## src/rtl/trc_pkg.sv

```systemverilog
package trc_pkg;

  localparam int ERR_W    = 16;  // report word width, fixed by the frame
  localparam int NFLAG    = 11;  // number of detected-error inputs
  localparam int LOW_GRP  = 6;   // flags mapped one-to-one onto the low bits
  localparam int GAP      = 2;   // reserved bits skipped after the low group
  localparam int BIT_ECC1 = 8;   // corrected single-bit position

  // bits 6,7 and 13..15 are reserved
  localparam logic [ERR_W-1:0] RSV_MASK   = 16'hE0C0;
  // start error, start sync, uncorrectable ECC, bad type, bad channel
  localparam logic [ERR_W-1:0] BLOCK_MASK = 16'h1A03;

  typedef enum logic [2:0] {
    ST_IDLE,
    ST_DECIDE,
    ST_RDATA,
    ST_REPORT,
    ST_ACK,
    ST_RETURN
  } seq_st_t;

  typedef struct packed {
    logic             rd;
    logic             turn;
    logic [ERR_W-1:0] word;
  } cmd_rec_t;

  // report-word position of flag input i
  function automatic int flag_pos(input int i);
    return (i < LOW_GRP) ? i : i + GAP;
  endfunction

  // any flag in the word that forbids execution
  function automatic logic blocks_exec(input logic [ERR_W-1:0] w);
    return |(w & BLOCK_MASK);
  endfunction

endpackage

```

## src/rtl/trc_err_pack.sv

```systemverilog
module trc_err_pack
  import trc_pkg::*;
(
  input  logic [NFLAG-1:0] flags,
  output logic [ERR_W-1:0] word
);

  // place each flag at its report position
  for (genvar i = 0; i < NFLAG; i++) begin : g_flag
    assign word[flag_pos(i)] = flags[i];
  end

  // tie reserved positions low
  for (genvar b = 0; b < ERR_W; b++) begin : g_rsv
    if (RSV_MASK[b]) begin : g_zero
      assign word[b] = 1'b0;
    end
  end

endmodule

```

## src/rtl/trc_cmd_latch.sv

```systemverilog
module trc_cmd_latch
  import trc_pkg::*;
(
  input  logic     clk,
  input  logic     rst_n,
  input  logic     cap,
  input  cmd_rec_t cap_val,
  input  logic     clr,
  output cmd_rec_t rec
);

  always_ff @(posedge clk or negedge rst_n) begin
    if (!rst_n) begin
      rec <= '0;
    end else if (cap) begin
      rec <= cap_val;
    end else if (clr) begin
      rec.word <= '0;
    end
  end

endmodule

```

## src/rtl/trc_resp_seq.sv

```systemverilog
module trc_resp_seq
  import trc_pkg::*;
(
  input  logic             clk,
  input  logic             rst_n,
  input  logic             cmd_done,
  input  cmd_rec_t         rec,
  output logic             exec_ok,
  output logic             send_rd,
  output logic             send_ack,
  output logic             send_err,
  output logic             bus_return,
  output logic [ERR_W-1:0] err_word,
  output logic             idle,
  output logic             clr_rec
);

  seq_st_t st, st_nx;
  logic    blk, any_err, rd_go;

  assign blk     = blocks_exec(rec.word);
  assign any_err = |rec.word;
  assign rd_go   = rec.rd & ~blk;

  always_comb begin
    st_nx = st;
    unique case (st)
      ST_IDLE:   if (cmd_done) st_nx = ST_DECIDE;
      ST_DECIDE: begin
        if (!rec.turn)   st_nx = ST_IDLE;
        else if (rd_go)  st_nx = ST_RDATA;
        else if (any_err) st_nx = ST_REPORT;
        else             st_nx = ST_ACK;
      end
      ST_RDATA:  st_nx = any_err ? ST_REPORT : ST_RETURN;
      ST_REPORT: st_nx = ST_RETURN;
      ST_ACK:    st_nx = ST_RETURN;
      ST_RETURN: st_nx = ST_IDLE;
      default:   st_nx = ST_IDLE;
    endcase
  end

  always_ff @(posedge clk or negedge rst_n) begin
    if (!rst_n) st <= ST_IDLE;
    else        st <= st_nx;
  end

  assign idle       = (st == ST_IDLE);
  assign exec_ok    = (st == ST_DECIDE) & ~blk;
  assign send_rd    = (st == ST_RDATA);
  assign send_ack   = (st == ST_ACK);
  assign send_err   = (st == ST_REPORT);
  assign bus_return = (st == ST_RETURN);
  assign err_word   = send_err ? rec.word : '0;
  assign clr_rec    = send_err | ((st == ST_DECIDE) & ~rec.turn);

endmodule

```

## src/rtl/turnaround_resp_ctrl.sv

```systemverilog
module turnaround_resp_ctrl
  import trc_pkg::*;
(
  input  logic        clk,
  input  logic        rst_n,
  input  logic        cmd_done,
  input  logic        turn_req,
  input  logic        is_read,
  input  logic        err_sot,
  input  logic        err_sot_sync,
  input  logic        err_eot_sync,
  input  logic        err_esc_entry,
  input  logic        err_lp_sync,
  input  logic        err_hs_timeout,
  input  logic        ecc_corrected,
  input  logic        ecc_uncorrectable,
  input  logic        err_checksum,
  input  logic        err_bad_type,
  input  logic        err_bad_channel,
  output logic        exec_ok,
  output logic        send_rd,
  output logic        send_ack,
  output logic        send_err,
  output logic [15:0] err_word,
  output logic        bus_return
);

  logic [NFLAG-1:0] flags;
  logic [ERR_W-1:0] new_word;
  cmd_rec_t         cap_val, rec_q;
  logic             clr_rec;

  // named internal events for the checker
  logic             seq_idle;
  logic             turn_q;
  logic [ERR_W-1:0] word_q;

  assign flags = {err_bad_channel, err_bad_type, err_checksum,
                  ecc_uncorrectable, ecc_corrected, err_hs_timeout,
                  err_lp_sync, err_esc_entry, err_eot_sync,
                  err_sot_sync, err_sot};

  trc_err_pack u_pack (
    .flags (flags),
    .word  (new_word)
  );

  assign cap_val = '{rd: is_read, turn: turn_req, word: new_word};

  trc_cmd_latch u_latch (
    .clk     (clk),
    .rst_n   (rst_n),
    .cap     (cmd_done & seq_idle),
    .cap_val (cap_val),
    .clr     (clr_rec),
    .rec     (rec_q)
  );

  trc_resp_seq u_seq (
    .clk        (clk),
    .rst_n      (rst_n),
    .cmd_done   (cmd_done),
    .rec        (rec_q),
    .exec_ok    (exec_ok),
    .send_rd    (send_rd),
    .send_ack   (send_ack),
    .send_err   (send_err),
    .bus_return (bus_return),
    .err_word   (err_word),
    .idle       (seq_idle),
    .clr_rec    (clr_rec)
  );

  assign turn_q = rec_q.turn;
  assign word_q = rec_q.word;

endmodule

```

## config.mk

```make
export PLATFORM = sky130hd
export DESIGN_NAME = turnaround_resp_ctrl
export DESIGN_NICKNAME = d
export VERILOG_FILES = /design/src/rtl/trc_pkg.sv /design/src/rtl/trc_err_pack.sv /design/src/rtl/trc_cmd_latch.sv /design/src/rtl/trc_resp_seq.sv /design/src/rtl/turnaround_resp_ctrl.sv
export SDC_FILE = /design/constraint.sdc
export NUM_CORES = 1
export LEC_CHECK = 0
export BUFFER_PORTS_ARGS = -buffer_cell sky130_fd_sc_hd__buf_4
export CELL_PAD_IN_SITES_DETAIL_PLACEMENT = 1
export CELL_PAD_IN_SITES_GLOBAL_PLACEMENT = 2
export CORE_MARGIN = 3
export CORE_UTILIZATION = 30
export CTS_BUF_LIST = sky130_fd_sc_hd__clkbuf_4
export DETAILED_ROUTE_END_ITERATION = 16
export PLACE_DENSITY = 0.82
export SYNTH_ARGS = -nofsm -noshare
export SYNTH_HDL_FRONTEND = slang
export SYNTH_HIERARCHICAL = 1
export SYNTH_SLANG_ARGS = --single-unit
```

## constraint.sdc

```tcl
create_clock -name clk -period 4 [get_ports clk]
set_clock_uncertainty 0.2 [all_clocks]
set_input_delay 0.2 -clock clk [delete_from_list [all_inputs] [get_ports clk]]
set_output_delay 0.2 -clock clk [all_outputs]
set_load 0.05 [all_outputs]
```

* Yosys cells after proc, flatten, opt, wreduce, memory -nomap -nowiden
Index checks and enable logic that the tools add are counted.
Word-level totals: register bits after elaboration 21, input port bits 16, output and inout bits 21, word-level logic and storage cells 31
Cells by class: equality and inequality tests 6, mux-type cells 9, bitwise logic cells 7, reduce and logical (&&, ||, !) cells 5
Operators by type and width (count):
- 16-bit two-way mux | 3
- 16-bit OR reduction | 1
- 3-bit two-way mux | 5
- 3-bit one-hot mux with 4 select lines | 1
- 3-bit by 2-bit == test with 1-bit output, second input constant | 2
- 3-bit == test, second input constant | 2
- 5-bit OR reduction | 1
- 1-bit AND | 4
- 3-bit by 1-bit == test with 1-bit output, second input constant | 1
- 3-bit zero test | 1
- 2-bit != test, second input constant | 1
- 1-bit NOT | 2
- 2-bit nonzero test | 1
- 2-bit OR reduction | 1
- 1-bit bitwise OR | 1

* Logic depth before layout (Yosys ltp)
Gate-level depths: netlist (run 1).
word-level depth 6, mapped depth 7, mapped depth without buffers 4

* Cells and area by module
Netlist (run 1), hierarchy kept.
Modules (own cells, without submodules):
- trc_cmd_latch | times used 1, cells an instance 40, area an instance 660.6 um^2, seq. area each 450.4 um^2
- trc_resp_seq | times used 1, cells an instance 56, area an instance 390.4 um^2, seq. area each 75.1 um^2
- trc_err_pack | times used 1, cells an instance 17, area an instance 123.9 um^2, seq. area each 0.0 um^2
- turnaround_resp_ctrl | times used 1, cells an instance 1, area an instance 6.3 um^2, seq. area each 0.0 um^2

* Worst setup path before layout (run 1)
OpenSTA, ideal clock, no wires.
kind reg-to-output, start register u_latch/rec[1] (netlist name), end output exec_ok, arrival time 2.372 ns, data required time 3.600 ns, setup slack 1.228 ns, stages on the path, launching flop included 5, buffers on the path 1, cell sequence dfrtp_1 > or4_1 > or2_0 > clkbuf_2 > nor3b_1
On the way: cells in the longest elaborated chain, start to end 3
RTL lines:
- 5-bit OR reduction | RTL line trc_pkg.sv:36 | return |(w & BLOCK_MASK);
- 1-bit NOT | RTL line trc_resp_seq.sv:49 | assign exec_ok = (st == ST_DECIDE) & ~blk;
- 1-bit AND | RTL line trc_resp_seq.sv:49
- end, declared | RTL line turnaround_resp_ctrl.sv:20 | output logic exec_ok,
Every way passes these cells.

* Worst setup path in the final report (run 1)
start register u_latch/rec[1] (netlist name), end output exec_ok
On the way: cells in the longest elaborated chain, start to end 3
RTL lines (RTL line):
- 5-bit OR reduction | trc_pkg.sv:36
- 1-bit NOT | trc_resp_seq.sv:49
- 1-bit AND | trc_resp_seq.sv:49
Every way passes these cells.

==> impl_table.tex, run 1 <==
\begin{tabular}{lr}
\hline
Metric & Value \\
\hline
\multicolumn{2}{l}{\textbf{Global route}} \\
Number of antenna violations at the first check in global routing & 0 \\
Largest net degree at the start of global routing & 22 \\
Global-route usage over all layers & 0.131 \\
Total grt overflow & 0 \\
Via count of the first global-routing pass & 947 \\
First-pass GRT wire length & between 4000 and 5000 µm \\
\multicolumn{2}{l}{\textbf{Placed design}} \\
Worst Setup Slack post-DPL & between 1.5 and 2 ns \\
Global placement routability congestion & $\sim$0.76 \\
Post-DP HPWL & 2040 µm \\
Port Buf Inserts & 36 \\
\multicolumn{2}{l}{\textbf{Power and ir drop}} \\
Internal & $\sim$0.5 mW \\
Fraction of power spent switching nets & 0.459 \\
Switching pwr & 0.431 mW \\
Max VDD drop & around 0.18 mV \\
Clock network fraction of total power & 0.108 \\
Sequential Power Share & 0.374 \\
Total leakage power & 0.746 nW \\
Total power density per cell area & 616 nW/µm² \\
Tot Pwr & 0.939 mW \\
Relative contribution of combinational cells to total power & 0.518 \\
\multicolumn{2}{l}{\textbf{Floorplanning}} \\
Die area & 4730 µm² \\
Die Span X & 68.7 µm \\
Initial core utilization & 0.318 \\
Top-level port count & 37 \\
Number of core rows & 22 \\
Die outline height & 68.7 µm \\
Core region area & 3720 µm² \\
\multicolumn{2}{l}{\textbf{Timing}} \\
Slew at the pin closest to its max-slew limit & 0.900 ns \\
Max-Slew Margin vs Limit & 0.400 \\
Number of hold violations in the final report & 0 \\
Max Clk Rate & slightly above 400 MHz \\
Final number of max-transition violations & 0 \\
Tmin final & between 2 and 2.5 ns \\
Setup violation total in the final timing report & 0 \\
Final worst-path cycle share & 0.606 \\
Total negative setup slack & 0 ns \\
Setup repair after global routing missed its margin & false \\
Smallest setup slack after layout & 1.58 ns \\
\multicolumn{2}{l}{\textbf{Setup path}} \\
Largest delay contributor family on the critical path & simple AND/OR/NAND/NOR gates \\
Slowest stage cell, crit path & or4\_1 \\
Crit path DAT & 2.02 ns \\
Critical path class & reg2out \\
Worst R2R Path Depth & 4 \\
Data required time at the worst endpoint & about 3.6 ns \\
Worst reg-to-reg setup slack & between 1.5 and 2 ns \\
Top fanout value on the critical path & 6 \\
Critical path cell sequence & or4\_1 > or2\_0 > nor3b\_1 > buf\_4 \\
WP buf/inv & 1 \\
Critical Path End Type & output port \\
Crit-path max cell delay & 0.55 ns \\
Kind of start point of the critical path & register \\
Cell count along the critical path & 4 \\
\multicolumn{2}{l}{\textbf{Detailed routing}} \\
Residual DRC & 0 \\
DRC violation total after the first TritonRoute iteration & 33 \\
Count of antenna-violating nets left after detailed routing & 0 \\
Via density per instance & 4.64 \\
Total number of vias & $\sim$910 \\
Iteration count of the initial detailed-routing pass & 3 \\
Routed length per instance & 15.3 µm \\
Final routed wirelength across all metal layers & $\sim$3000 µm \\
\multicolumn{2}{l}{\textbf{Flow run}} \\
Maximum capacitance violations & 0 \\
\multicolumn{2}{l}{\textbf{Yosys}} \\
Number of distinct library cells after synthesis & 33 \\
Count of mapped cells out of synthesis & 114 \\
Most used flip-flop cell after synthesis & dfrtp\_1 \\
Number of synthesized flops with an enable pin & 0 \\
Seq cells post-synth & 21 \\
Yosys synthesis warning count & 6 \\
Synthesized area per cell & 10.4 µm² \\
Total standard cell area after synthesis & around 1200 µm² \\
Share of flip-flops with an asynchronous set or reset after synthesis & 1.00 \\
Sequential cell area fraction in the yosys report & 0.445 \\
\multicolumn{2}{l}{\textbf{CTS}} \\
Skew-Pair Late Insertion Delay & 0.30 ns \\
Inserted Clock Buffers & 3 \\
Number of sinks driven by the clock tree & 21 \\
Longest Clk Path Bufs & 2 \\
Root buffer cell & clkbuf\_4 \\
Clock tree from TritonCTS & done \\
Number of H-tree levels & 1 \\
Worst-path clk slew & 0.12 ns \\
\multicolumn{2}{l}{\textbf{Finish}} \\
Number of inserted diodes & 0 \\
Share of cells above drive strength 1 & 0.299 \\
Area overhead of the layout relative to synthesis & 28.9\% \\
Count of nets after finishing & between 150 and 200 \\
\multicolumn{2}{l}{\textbf{Hold path}} \\
Worst min-delay path category & in2reg \\
Worst hold stages & 3 \\
\multicolumn{2}{l}{\textbf{Status}} \\
Status & finished clean \\
\hline
\end{tabular}
-- Yosys cell counts, types with 2 or more instances --
master	number	area share
inv_1	2	0.0064
buf_6	2	0.019
buf_4	16	0.10
nand2b_1	2	0.011
dfrtp_1	21	0.44
clkbuf_1	5	0.016
nand2_1	2	0.0064
nor3_1	2	0.0085
and2_1	17	0.090
nor3b_1	2	0.013
nor2_1	3	0.0095
nor4_1	3	0.016
mux2_1	2	0.019
a22o_1	16	0.12
-- cell type report --
| cell class | count | area (µm²) |
|---|---|---|
| Sequential cell | 21 | 526 |
| Fill cell | 430 | 2190 |
| Clock inverter | 1 | 5.00 |
| Timing Repair Buffer | 50 | 410 |
| Clock buffer | 3 | 22.5 |
| Tap cell | 48 | 60.1 |
| Inverter | 2 | 7.51 |
| Multi-Input combinational cell | 70 | 492 |
-- state kept, by name, indices dropped and copies added, names as in the netlist --
register / flops
u_seq/st: 3
u_latch/rec: 18
-- worst reg2reg max path, delay by kind of cell (launching register included) --
| family | cells | cell delay, ns |
|---|---|---|
| flip-flops | 1 | 0.48 |
| AND/OR/NAND/NOR | 3 | 1.11 |
| AO/OA/AOI/OAI | 1 | 0.26 |
-- timing repair --
item | CTS | global route
buffers inserted | 0 | 0
endpoints found under the hold margin | 34 | 0
hold buffers | 14 | 0
resized for setup | 0 | 0
-- per-stage QoR --
stage	hold WS, ns	instance area, µm²	util	instances
6_report	0.0861	1520	0.410	195
5_1_grt	0.0767	1520	0.410	195
4_1_cts	0.0828	1520	0.410	195
3_5_place_dp	-0.100	1360	0.365	177
3_3_place_gp	-0.104	1360	0.365	177
2_1_floorplan	-0.296	1200	-	118
-- logic make-up after synthesis --
logic type             count (synthesis)  share of synthesized area
muxes                                  2                     0.0191
buffers and inverters                 27                      0.151
AOI/OAI and AO/OA                     23                      0.165
DFF                                   21                      0.445
and+or+nand+nor                       40                      0.216
other                                  1                    0.00317
-- final timing paths --
check	startpoint	end
setup / recovery	u_latch/rec[1]	exec_ok
hold / removal	cmd_done	u_seq/st[0]
setup reg to reg	u_seq/st[2]	u_latch/rec[15]
hold reg to reg	u_latch/rec[17]	u_latch/rec[17]
max in group asynchronous	rst_n	u_latch/rec[15]
min in group asynchronous	rst_n	u_latch/rec[3]
-- routing by layer --
layer  wire, µm  vias up  GRT usage
met5          0        -          0
met1       1270      447      0.166
li1           -      441          -
met2       1590       15      0.230
met3         77        2     0.0146
met4         36        0     0.0438
-- power groups by stage --
stage / clock network [mW] / logic (mW) / registers (mW)
floorplan: 0 / 0.421 / 0.314
global placement: 0 / 0.464 / 0.351
detailed placement: 0 / 0.476 / 0.355
CTS: 0.107 / 0.489 / 0.351
global route: 0.113 / 0.525 / 0.363
finish: 0.101 / 0.486 / 0.351
-- layout by cell type, fill, tap and decap left out, drive strengths merged, types with 2 or more instances in the layout --
cell / netlist / final
buf: 19 / 36
inv: 2 / 2
dlygate4sd3: 0 / 14
nor3: 2 / 2
clkbuf: 6 / 3
and2: 18 / 18
mux2: 2 / 2
nand2: 2 / 2
nor2: 4 / 4
nor3b: 2 / 2
a22o: 16 / 16
conb: 1 / 5
nand2b: 2 / 2
nor4: 3 / 3
dfrtp: 21 / 21
(Power assumes the default switching activity.)
==> inputs of run 2 (changes only) <==
--- a/config.mk
+++ b/config.mk
@@ -5,14 +5,15 @@
 export SDC_FILE = /design/constraint.sdc
 export NUM_CORES = 1
 export LEC_CHECK = 0
+export ABC_AREA = 1
 export BUFFER_PORTS_ARGS = -buffer_cell sky130_fd_sc_hd__buf_4
 export CELL_PAD_IN_SITES_DETAIL_PLACEMENT = 1
 export CELL_PAD_IN_SITES_GLOBAL_PLACEMENT = 2
 export CORE_MARGIN = 3
-export CORE_UTILIZATION = 30
+export CORE_UTILIZATION = 28
 export CTS_BUF_LIST = sky130_fd_sc_hd__clkbuf_4
 export DETAILED_ROUTE_END_ITERATION = 16
-export PLACE_DENSITY = 0.82
+export PLACE_DENSITY = 0.85
 export SYNTH_ARGS = -nofsm -noshare
 export SYNTH_HDL_FRONTEND = slang
 export SYNTH_HIERARCHICAL = 1
==> constraint.sdc (replaced) <==
create_clock -name clk -period 2.5 [get_ports clk]
set_clock_uncertainty 0.2 [all_clocks]
set_input_delay 0.125 -clock clk [delete_from_list [all_inputs] [get_ports clk]]
set_output_delay 0.125 -clock clk [all_outputs]
set_load 0.05 [all_outputs]
==> run 2 against run 1 <==
Net effect: synthesized cell count increased by 56%; via count increased by 21%; sequential power is 81% higher; design area increased by 7.1%; clock power increased by 75%; core utilization fell by 1.9 points; sequential share of layout area down 2.3 points; first-iteration DRC count fell by 21%; largest cell class unchanged.
==> impl_table.tex, run 2 <==
\begin{tabular}{lr}
\hline
Metric & Value \\
\hline
\multicolumn{2}{l}{\textbf{Status}} \\
Status & finished clean \\
\multicolumn{2}{l}{\textbf{Setup path}} \\
Worst flop-to-flop path startpoint & u\_seq/st[2] \\
Critical path cell sequence & inv\_1 > nand3\_2 > nor2\_1 > buf\_4 \\
WP buf/inv & 2 (+1) \\
Crit path DAT & 1.65 ns (-0.37 ns) \\
Kind of start point of the critical path & register \\
Critical path class & reg2out \\
Worst setup path startpoint & u\_seq/st[2] \\
Slowest stage cell, crit path & dfrtp\_1 \\
Top fanout value on the critical path & 19 (+13) \\
Data required time at the worst endpoint & 2.17 ns (-1.43 ns) \\
Largest delay contributor family on the critical path & simple AND/OR/NAND/NOR gates \\
Crit-path max cell delay & 0.42 ns (-0.13 ns) \\
Critical Path End Type & output port \\
\multicolumn{2}{l}{\textbf{Floorplanning}} \\
Core region area & 4170 µm² (+12\%) \\
Initial core utilization & 0.301 (-0.0165) \\
Die outline height & 73.0 µm (+6.2\%) \\
Die area & 5330 µm² (+13\%) \\
Top-level port count & 37 (unchanged) \\
Die Span X & 73.0 µm (+6.2\%) \\
Number of core rows & 23 (+4.5\%) \\
\multicolumn{2}{l}{\textbf{Timing}} \\
Setup violation total in the final timing report & 0 (unchanged) \\
Final number of max-transition violations & 0 (unchanged) \\
Tmin final & 1.97 ns \\
Max Clk Rate & 507 MHz \\
Final worst-path cycle share & 0.789 \\
Smallest setup slack after layout & 0.528 ns (-1.05 ns) \\
Setup repair after global routing missed its margin & false \\
Total negative setup slack & 0 ns (unchanged) \\
Number of hold violations in the final report & 0 (unchanged) \\
\multicolumn{2}{l}{\textbf{Yosys}} \\
Count of mapped cells out of synthesis & 178 (+56\%) \\
Total standard cell area after synthesis & 1260 µm² (+6.5\%) \\
Number of synthesized flops with an enable pin & 0 (unchanged) \\
Biggest area consumer among synthesized cells & dfrtp\_1 \\
Most frequently used cell type in the post-synthesis netlist & nand2\_1 \\
Area contributors post-synth & dfrtp\_1 (42\%), nand2\_1 (17\%), buf\_4 (9.6\%) \\
Seq cells post-synth & 21 (unchanged) \\
Most used flip-flop cell after synthesis & dfrtp\_1 \\
Yosys synthesis warning count & 6 (unchanged) \\
Sequential cell area fraction in the yosys report & 0.418 (-0.0270) \\
Synthesized area per cell & 7.06 µm² (-32\%) \\
Top post-synthesis cells by count & nand2\_1 (58), nor2\_1 (28), inv\_1 (25) \\
Area fraction of the dominant cell type after synthesis & 0.418 (-0.0270) \\
Number of distinct library cells after synthesis & 19 (-42\%) \\
Share of flip-flops with an asynchronous set or reset after synthesis & 1.00 (unchanged) \\
\multicolumn{2}{l}{\textbf{CTS}} \\
Postcts setup bufs & 0 (unchanged) \\
Longest Clk Path Bufs & 2 (unchanged) \\
Skew-Pair Late Insertion Delay & 0.30 ns (about the same) \\
Post-cts gate resize count & 0 (unchanged) \\
Inserted Clock Buffers & 3 (unchanged) \\
Clock tree from TritonCTS & done \\
Worst-path clk slew & 0.12 ns (about the same) \\
Root buffer cell & clkbuf\_4 \\
Number of sinks driven by the clock tree & 21 (unchanged) \\
Number of H-tree levels & 1 (unchanged) \\
\multicolumn{2}{l}{\textbf{Placed design}} \\
Port Buf Inserts & 36 (unchanged) \\
Placed Area & 1460 µm² (+7.8\%) \\
Post-DP HPWL & 2210 µm (+7.9\%) \\
Global placement routability congestion & 0.728 (-4.2\%) \\
Placed cell count & 249 (+41\%) \\
Worst Setup Slack post-DPL & 0.617 ns (-1.24 ns) \\
\multicolumn{2}{l}{\textbf{Global route}} \\
Largest net degree at the start of global routing & 22 (unchanged) \\
Total grt overflow & 0 (unchanged) \\
Number of antenna violations at the first check in global routing & 0 (unchanged) \\
Via count of the first global-routing pass & 1172 (+24\%) \\
Global-route usage over all layers & 0.128 (-0.00307) \\
First-pass GRT wire length & 5320 µm (+16\%) \\
\multicolumn{2}{l}{\textbf{Finish}} \\
Count of nets after finishing & 234 (+43\%) \\
Biggest registers after layout & u\_latch/rec: 18 flops, u\_seq/st: 3 flops \\
Non-filler cells in the finished layout & 267 (+37\%) \\
Share of cells above drive strength 1 & 0.235 (-0.0643) \\
Most common library cell in the layout ignoring fill and taps & nand2\_1 \\
Fill cell count & 539 (+25\%) \\
Utilization after layout & 0.391 (-0.0191) \\
Multi-input combinational cell area & 497 µm² (+1.0\%) \\
Number of flip-flops in the largest register & 18 (unchanged) \\
Area overhead of the layout relative to synthesis & 29.7\% \\
Area occupied by registers & 526 µm² (unchanged) \\
Number of inserted diodes & 0 (unchanged) \\
Register with the most flip-flops & u\_latch/rec \\
Area of all placed cells without fillers & 1630 µm² (+7.1\%) \\
Most frequent cells in the layout & nand2\_1 (58), buf\_4 (37), nor2\_1 (28) \\
\multicolumn{2}{l}{\textbf{Detailed routing}} \\
Total number of vias & 1094 (+21\%) \\
Residual DRC & 0 (unchanged) \\
Iteration count of the initial detailed-routing pass & 3 (unchanged) \\
Routed length per instance & 11.3 µm (-26\%) \\
Final routed wirelength across all metal layers & 3010 µm (+1.0\%) \\
DRC violation total after the first TritonRoute iteration & 26 (-21\%) \\
Via density per instance & 4.10 (-12\%) \\
Count of antenna-violating nets left after detailed routing & 0 (unchanged) \\
\multicolumn{2}{l}{\textbf{Flow run}} \\
Maximum capacitance violations & 0 (unchanged) \\
\multicolumn{2}{l}{\textbf{Power and ir drop}} \\
Max VDD drop & 0.308 mV (+71\%) \\
Total power density per cell area & 1140 nW/µm² (+86\%) \\
Total leakage power & 0.894 nW (+20\%) \\
\multicolumn{2}{l}{\textbf{Hold path}} \\
Worst min-delay path category & in2async \\
\hline
\end{tabular}
[run 2: cell count changes after synthesis, sizes merged, moves of 3 or more]
cell / delta
nand2: +57
nor2: +31
inv: +24
and2: -18
a22o: -16
clkbuf: -6
nand3: +4
nor4: -3
o21ai: +3
[run 2: logic make-up after synthesis]
family,after synthesis,share of synthesized area
and+or+nand+nor,104,0.356
buffers and inverters,46,0.199
DFF,21,0.418
AOI/OAI and AO/OA,6,0.0239
other,1,0.00298
[run 2: report_power, final]
group,switching (mW),internal [mW]
Clock,0.104,0.0729
Sequential,0.137,0.501
Combinational,0.722,0.330
Total,0.963,0.904
[run 2: final timing paths]
path                                    to  slack (ns)  cells after the start
min reg2reg                 u_latch/rec[2]        0.32                      2
min in group clk               u_seq/st[0]        0.06                      5
max                           err_word[12]        0.53                      4
max in group asynchronous  u_latch/rec[16]        1.84                      2
max reg2reg                 u_latch/rec[1]        0.65                      6
min                         u_latch/rec[8]        0.03                      2
[run 2: routing by layer]
metal  up-vias  part of all wire  GRT usage
met5         -                 0          0
met4         0             0.012     0.0492
met3         2             0.035    0.00964
met2        18              0.52      0.227
met1       494              0.44      0.159
li1        580                 -          -
[run 2: final cells by class]
| cell class | count | area share |
|---|---|---|
| clock buffers | 4 | 0.0184 |
| inverters | 26 | 0.0599 |
| multi-input cells | 115 | 0.305 |
| flip-flops and latches | 21 | 0.322 |
| well taps | 50 | 0.0384 |
| repair buffers | 51 | 0.256 |
[run 2: repair_timing]
item | in CTS | in global routing
hold buffers | 14 | 0
setup endpoints to repair | 0 | 0
endpoints found under the hold margin | 34 | 0
[run 2: stage by stage]
| stage | total power [mW] | hold slack [ns] |
|---|---|---|
| finish | 1.87 | 0.0309 |
| global route | 2.07 | 0.0390 |
| CTS | 1.90 | 0.0333 |
| detailed placement | 1.70 | -0.170 |
| global placement | 1.68 | -0.170 |
| floorplan | 1.47 | -0.371 |
